==> config.mk <==
export PLATFORM = sky130hd
export DESIGN_NAME = lcd_timing_gen
export DESIGN_NICKNAME = d
export VERILOG_FILES = /design/src/rtl/lcd_timing_pkg.sv /design/src/rtl/lcd_axis_counter.sv /design/src/rtl/lcd_axis_decode.sv /design/src/rtl/lcd_line_irq.sv /design/src/rtl/lcd_timing_gen.sv
export SDC_FILE = /design/constraint.sdc
export NUM_CORES = 1
export LEC_CHECK = 0
export BUFFER_PORTS_ARGS = -buffer_cell sky130_fd_sc_hd__buf_2
export CAP_MARGIN = 20
export CORE_ASPECT_RATIO = 1.1
export CORE_MARGIN = 1
export CORE_UTILIZATION = 59
export CTS_CLUSTER_SIZE = 24
export DETAILED_ROUTE_END_ITERATION = 8
export GPL_TIMING_DRIVEN = 0
export PLACE_DENSITY = 0.89
export SLEW_MARGIN = 20
export SYNTH_ARGS = -nofsm -noshare
export SYNTH_HDL_FRONTEND = slang
export SYNTH_SLANG_ARGS = --single-unit
==> constraint.sdc <==
create_clock -name clk_i -period 12.1 [get_ports clk_i]
set_input_delay 1.815 -clock clk_i [delete_from_list [all_inputs] [get_ports clk_i]]
set_output_delay 1.815 -clock clk_i [all_outputs]
set_load 0.1 [all_outputs]
==> src/rtl/lcd_timing_pkg.sv <==
package lcd_timing_pkg;
  typedef enum int unsigned {
    AXIS_H = 0,
    AXIS_V = 1
  } axis_e;

  localparam int unsigned NUM_AXES = 2;
endpackage

==> src/rtl/lcd_axis_counter.sv <==
module lcd_axis_counter #(
  parameter int unsigned CNT_W = 16
) (
  input  logic             clk_i,
  input  logic             rst_ni,
  input  logic             step_i,
  input  logic [CNT_W-1:0] total_i,
  output logic [CNT_W-1:0] cnt_o,
  output logic             wrap_o
);
  localparam int unsigned EXT_W = CNT_W + 1;

  logic [CNT_W-1:0] cnt_q;
  logic [EXT_W-1:0] cnt_inc;
  logic             at_end;

  assign cnt_inc = {1'b0, cnt_q} + EXT_W'(1);
  // Wrap also recovers when total is lowered below the current count.
  assign at_end  = cnt_inc >= {1'b0, total_i};
  assign wrap_o  = step_i & at_end;

  always_ff @(posedge clk_i or negedge rst_ni) begin
    if (!rst_ni) begin
      cnt_q <= '0;
    end else if (step_i) begin
      if (at_end) cnt_q <= '0;
      else        cnt_q <= cnt_inc[CNT_W-1:0];
    end
  end

  assign cnt_o = cnt_q;
endmodule

==> src/rtl/lcd_axis_decode.sv <==
module lcd_axis_decode #(
  parameter int unsigned CNT_W = 16
) (
  input  logic [CNT_W-1:0] cnt_i,
  input  logic [CNT_W-1:0] sync_end_i,
  input  logic [CNT_W-1:0] disp_start_i,
  input  logic [CNT_W-1:0] active_i,
  output logic             sync_o,
  output logic             active_o
);
  localparam int unsigned EXT_W = CNT_W + 1;

  logic [EXT_W-1:0] disp_end;
  logic             past_start;
  logic             before_end;

  assign disp_end   = {1'b0, disp_start_i} + {1'b0, active_i};
  assign past_start = cnt_i >= disp_start_i;
  assign before_end = {1'b0, cnt_i} < disp_end;

  assign sync_o   = cnt_i < sync_end_i;
  assign active_o = past_start & before_end;
endmodule

==> src/rtl/lcd_line_irq.sv <==
module lcd_line_irq #(
  parameter int unsigned CNT_W = 16
) (
  input  logic             clk_i,
  input  logic             rst_ni,
  input  logic [CNT_W-1:0] h_cnt_i,
  input  logic [CNT_W-1:0] line_i,
  input  logic [CNT_W-1:0] match_line_i,
  input  logic             clr_i,
  output logic             irq_o
);
  logic hit;
  logic irq_q;

  assign hit = (h_cnt_i == '0) && (line_i == match_line_i);

  always_ff @(posedge clk_i or negedge rst_ni) begin
    if (!rst_ni)    irq_q <= 1'b0;
    else if (hit)   irq_q <= 1'b1;
    else if (clr_i) irq_q <= 1'b0;
  end

  assign irq_o = irq_q;
endmodule

==> src/rtl/lcd_timing_gen.sv <==
module lcd_timing_gen
  import lcd_timing_pkg::*;
#(
  parameter int unsigned CNT_W = 16,
  parameter int unsigned POL_W = 2
) (
  input  logic             clk_i,
  input  logic             rst_ni,
  input  logic [CNT_W-1:0] h_sync_end_i,
  input  logic [CNT_W-1:0] h_disp_start_i,
  input  logic [CNT_W-1:0] h_active_i,
  input  logic [CNT_W-1:0] h_total_i,
  input  logic [CNT_W-1:0] v_sync_end_i,
  input  logic [CNT_W-1:0] v_disp_start_i,
  input  logic [CNT_W-1:0] v_active_i,
  input  logic [CNT_W-1:0] v_total_i,
  input  logic [CNT_W-1:0] match_line_i,
  input  logic [POL_W-1:0] sync_pol_i,
  input  logic             irq_clr_i,
  output logic [CNT_W-1:0] h_pos_o,
  output logic [CNT_W-1:0] line_o,
  output logic             hsync_o,
  output logic             vsync_o,
  output logic             de_o,
  output logic             irq_o
);
  logic [CNT_W-1:0] total_a      [NUM_AXES];
  logic [CNT_W-1:0] sync_end_a   [NUM_AXES];
  logic [CNT_W-1:0] disp_start_a [NUM_AXES];
  logic [CNT_W-1:0] active_a     [NUM_AXES];
  logic [CNT_W-1:0] cnt_a        [NUM_AXES];
  logic [NUM_AXES-1:0] step_a;
  logic [NUM_AXES-1:0] wrap_a;
  logic [NUM_AXES-1:0] sync_a;
  logic [NUM_AXES-1:0] act_a;
  logic [CNT_W-1:0] h_cnt;

  assign total_a[AXIS_H]      = h_total_i;
  assign total_a[AXIS_V]      = v_total_i;
  assign sync_end_a[AXIS_H]   = h_sync_end_i;
  assign sync_end_a[AXIS_V]   = v_sync_end_i;
  assign disp_start_a[AXIS_H] = h_disp_start_i;
  assign disp_start_a[AXIS_V] = v_disp_start_i;
  assign active_a[AXIS_H]     = h_active_i;
  assign active_a[AXIS_V]     = v_active_i;

  for (genvar a = 0; a < NUM_AXES; a++) begin : g_axis
    if (a == AXIS_H) begin : g_step_free
      assign step_a[a] = 1'b1;
    end else begin : g_step_cascade
      assign step_a[a] = wrap_a[a-1];
    end

    lcd_axis_counter #(.CNT_W(CNT_W)) u_cnt (
      .clk_i   (clk_i),
      .rst_ni  (rst_ni),
      .step_i  (step_a[a]),
      .total_i (total_a[a]),
      .cnt_o   (cnt_a[a]),
      .wrap_o  (wrap_a[a])
    );

    lcd_axis_decode #(.CNT_W(CNT_W)) u_dec (
      .cnt_i        (cnt_a[a]),
      .sync_end_i   (sync_end_a[a]),
      .disp_start_i (disp_start_a[a]),
      .active_i     (active_a[a]),
      .sync_o       (sync_a[a]),
      .active_o     (act_a[a])
    );
  end

  assign h_cnt = cnt_a[AXIS_H];

  lcd_line_irq #(.CNT_W(CNT_W)) u_irq (
    .clk_i        (clk_i),
    .rst_ni       (rst_ni),
    .h_cnt_i      (h_cnt),
    .line_i       (cnt_a[AXIS_V]),
    .match_line_i (match_line_i),
    .clr_i        (irq_clr_i),
    .irq_o        (irq_o)
  );

  // Polarity bit 1 drives the active level high.
  assign hsync_o = ~(sync_a[AXIS_H] ^ sync_pol_i[AXIS_H]);
  assign vsync_o = ~(sync_a[AXIS_V] ^ sync_pol_i[AXIS_V]);
  assign de_o    = &act_a;
  assign h_pos_o = h_cnt;
  assign line_o  = cnt_a[AXIS_V];
endmodule

==> flow_results.org <==
** Run status
- Outcome :: finished, final reports clean

** Yosys
- Number of enable-type register cells in the synthesized netlist :: 0
- The cell count after synthesis came out at between 700 and 800.
- Counting instances in the post-synthesis netlist gives the leading cell types as sky130_fd_sc_hd__ha_1, sky130_fd_sc_hd__inv_1, sky130_fd_sc_hd__o21ai_0, sky130_fd_sc_hd__a21oi_1, sky130_fd_sc_hd__xor2_1.
- During synthesis, Yosys emitted a total of 0 warnings.
- The netlist uses 62 different library cells.
- Each instance of the synthesized netlist takes up on average between 8 and 9 um^2.
- The share of the Yosys chip area taken by registers is 0.131.
- Async set or reset register ratio after synthesis :: 1.00
- Yosys attributes the largest share of cell area to sky130_fd_sc_hd__ha_1, sky130_fd_sc_hd__dfrtp_1, sky130_fd_sc_hd__inv_1.
- Primary flip-flop cell chosen by synthesis mapping :: sky130_fd_sc_hd__dfrtp_1
- The cell area that synthesis handed to floorplanning was 6320 um^2.
- In the post-synthesis netlist, the cell with the most instances is sky130_fd_sc_hd__ha_1.
- Top-area cell type share of the netlist area :: 0.315
- The synthesized design contains 33 register bits.
- Of all cell types, the one taking the most synthesized area is sky130_fd_sc_hd__ha_1.
- Net count after synthesis :: between 1k and 1.5k

** Floorplan
- In this run the count of I/O pins placed on the die edge is between 150 and 200.
- Overall die area :: about 11000 um^2
- Chip Height :: between 100 and 150 um
- Horiz. Die Dim :: between 100 and 150 um
- The floorplan has 39 rows.
- Effective utilization at floorplan :: 0.609
- Core area :: around 10000 um^2

** Power and ir drop
- Power spread over the standard cell area amounts to between 80 and 90 nW/um^2.
- VDD sags by at most 0.000102 V.
- In this run the static leakage power is about 4.3 nW.

** Layout
- Storage cell area :: 826 um^2
- In the final layout, the share of cells above drive strength 1 is 0.209.
- After filler insertion, the fill cell instance count of the layout stands at roughly 830.
- Relative to the synthesized area, the layout overhead comes to 19.9%.
- The number of antenna diodes in the final layout is 0.
- Summing all multi-input logic gate instances after layout gives a little over 5000 um^2.
- Post-layout net count :: between 1k and 1.5k

** Detailed routing
- For this block, the routed nets add up to ~17 mm of wire.
- # DRC :: 0
- Dividing the detail-routed via count by the number of cells gives approximately 6.
- Routed via count :: about 6.5k
- For this run, the detailed router's first-pass iteration total came to 5.
- After detailed routing, the average wire length per cell comes to around 15 um.
- Routed Antenna Nets :: 0
- For this block, the initial DRC count from the detailed router was approximately 280.

** GRT
- Largest net degree at the start of global routing :: 34
- GRT Util Overall :: 0.305
- The number of antenna violations at the first check in global routing came to 0.
- Wire length of the first global-routing pass :: ~27 mm
- Vias in the first global route :: between 6k and 7k
- Remaining global-route overflow :: 0

** Place
- Detailed placement ended at an HPWL of 14.0 mm.
- Routability-driven placement finished with a final weighted congestion of approximately 0.94.
- Timing analysis after detailed placement gives a worst setup slack of between 3 and 4 ns.
- The count of buffers added on input and output ports is 184.

** Clock tree
- The clock tree synthesis step divided the H-tree into 2 levels.
- TritonCTS built the clock tree.
- Quantity of gates resized following cts :: 0
- Clock transition at the registers of the reported paths :: about 0.050 ns
- Cts bufs inserted :: 5
- Number of setup buffers added after CTS :: 0
- Hold-fix buffers, CTS :: 0
- The clock reaches the later pin of the worst-skew pair after between 0.2 and 0.3 ns.
- Root buf cell :: sky130_fd_sc_hd__clkbuf_16
- CTS saw 33 sinks.
- Clock Path Buffers :: 2

** Timing
- Summed over all failing endpoints, the final setup total negative slack is 0 ns.
- Worst Clk Skew :: 0.00678 ns
- Final setup violation count :: 0
- Post-route worst setup slack :: ~4 ns
- The final count of pins violating max slew is 0.
- Setup repair after global routing missed its margin :: no
- Based on the critical path, the design can be clocked at up to around 0.12 GHz.
- Final period util :: 0.678
- For the pin with the worst max-slew slack, the measured transition is 0.804 ns.
- Number of failing hold endpoints at the final stage :: 0
- Slew headroom :: 0.464
- Min cycle time layout :: between 8 and 9 ns

** Min path
- The path class of the tightest hold or removal check is reg2reg.
- Hold Startpoint :: u_irq.irq_o$_DFFE_PN0P_

** Critical path
- Setup CP Type :: in2out
- Critical path peak fanout :: 3
- Max incr delay on CP :: between 0.4 and 0.5 ns
- CP startpoint :: h_disp_start_i[0]
- Data arrives at the worst endpoint at 6.39 ns.
- STA classifies the critical path startpoint as a primary input.
- On the critical path, the stage with the largest delay is an instance of sky130_fd_sc_hd__buf_2.
- Worst path required time :: 10.28 ns
- The worst setup path is captured at an output port.
- Traced cell by cell, the critical path runs through buf_2, ha_1, fa_1, a21oi_1, o22ai_1, o31a_1, o221ai_1, nand2b_1, a41o_1, xnor2_1, ha_1, a2111oi_0, o21ai_0, a2111o_1, a31oi_1, a311oi_1, a211oi_1, buf_2.
- The worst register-to-register path begins at g_axis[1].u_cnt.cnt_o[0]$_DFFE_PN0P_.

** Job
- Max-cap violations in this run came to 0.
[cells in the final DEF (no fill, tap or decap), types with 6 or more instances in the layout]
cell type                  netlist  final
sky130_fd_sc_hd__a211oi_1        9      9
sky130_fd_sc_hd__xor2_1         38     38
sky130_fd_sc_hd__ha_1          159    159
sky130_fd_sc_hd__o21a_1         10     10
sky130_fd_sc_hd__a31oi_1         8      8
sky130_fd_sc_hd__and2_1         16     16
sky130_fd_sc_hd__nor2b_1         8      8
sky130_fd_sc_hd__nor3_1         16     16
sky130_fd_sc_hd__nor4_1         15     15
sky130_fd_sc_hd__inv_1         107    107
sky130_fd_sc_hd__clkbuf_1       10     10
sky130_fd_sc_hd__a22o_1          9      9
sky130_fd_sc_hd__dfrtp_1        33     33
sky130_fd_sc_hd__nand2b_1       10     10
sky130_fd_sc_hd__nor2_1         33     33
sky130_fd_sc_hd__a211o_1         6      6
sky130_fd_sc_hd__nand3_1        26     26
sky130_fd_sc_hd__or3_1           8      8
sky130_fd_sc_hd__xnor2_1        31     31
sky130_fd_sc_hd__and4_1          8      8
sky130_fd_sc_hd__buf_2           2    186
sky130_fd_sc_hd__nand2_1        30     30
sky130_fd_sc_hd__nand4_1        10     10
sky130_fd_sc_hd__a21o_1         25     25
sky130_fd_sc_hd__a21oi_1        43     43
sky130_fd_sc_hd__o21ai_0        47     47
[power breakdown]
group | switching, mW | internal [mW]
clock network | 0.0471 | 0.0871
registers | 0.0302 | 0.121
logic | 0.226 | 0.139
[kinds of logic (layout without fill, tap and decap cells)]
family | Yosys count | after routing | synth area share
AOI/OAI and AO/OA | 199 | 199 | 0.211
and+or+nand+nor | 196 | 196 | 0.170
adders and majority gates | 161 | 161 | 0.321
buffers and inverters | 119 | 311 | 0.0710
xor gates and xnor gates | 69 | 69 | 0.0955
DFF | 33 | 33 | 0.131
muxes | 1 | 1 | 0.00158
[through the flow]
step	std cells	hold WS, ns	power [mW]	util	instance area [um^2]
4_1_cts	1113	0.554	0.651	0.730	7580
6_report	1113	0.554	0.650	0.730	7580
3_3_place_gp	1105	0.530	0.503	0.714	7420
3_5_place_dp	1105	0.532	0.515	0.714	7420
2_1_floorplan	778	0.985	0.416	-	6320
5_1_grt	1113	0.567	0.701	0.730	7580
[metal layers]
layer,track usage,share of wire,up-vias,wire (um)
li1,-,-,3207,-
met1,0.340,0.39,2990,6540
met2,0.576,0.51,247,8550
met3,0.0380,0.063,41,1050
met4,0.118,0.030,0,501
met5,0,0,-,0
[worst max-delay path: cells and delay by family]
| family | cells | cell delay (ns) |
|---|---|---|
| AO/OA/AOI/OAI | 11 | 2.73 |
| buffers and inverters | 2 | 0.59 |
| AND/OR/NAND/NOR | 1 | 0.16 |
| XOR/XNOR | 1 | 0.12 |
| adder cells (fa/ha/maj) | 3 | 0.93 |
[flip-flops by register name, indices dropped and copies added, names as in the netlist]
register,cells
g_axis.u_cnt.cnt_o,32
u_irq.irq_o,1
[final timing paths]
check | endpoint | slack [ns] | depth (start not counted)
min reg2reg | u_irq.irq_o$_DFFE_PN0P_ | 0.55 | 2
max reg2reg | g_axis[1].u_cnt.cnt_o[15]$_DFFE_PN0P_ | 8.01 | 14
max in group asynchronous | g_axis[1].u_cnt.cnt_o[14]$_DFFE_PN0P_ | 9.97 | 1
min in group asynchronous | u_irq.irq_o$_DFFE_PN0P_ | 1.62 | 1
min | u_irq.irq_o$_DFFE_PN0P_ | 0.55 | 2
max | de_o | 3.90 | 18
[layout make-up]
cell class,instances,share of cell area
clock inverters,1,0.000660
plain buffers,12,0.00627
flip-flops and latches,33,0.109
inverters,107,0.0530
clock buffers,7,0.0201
well taps,143,0.0236
repair buffers,184,0.121
multi-input cells,626,0.666
Note: power is estimated with default switching activity, not from simulation.
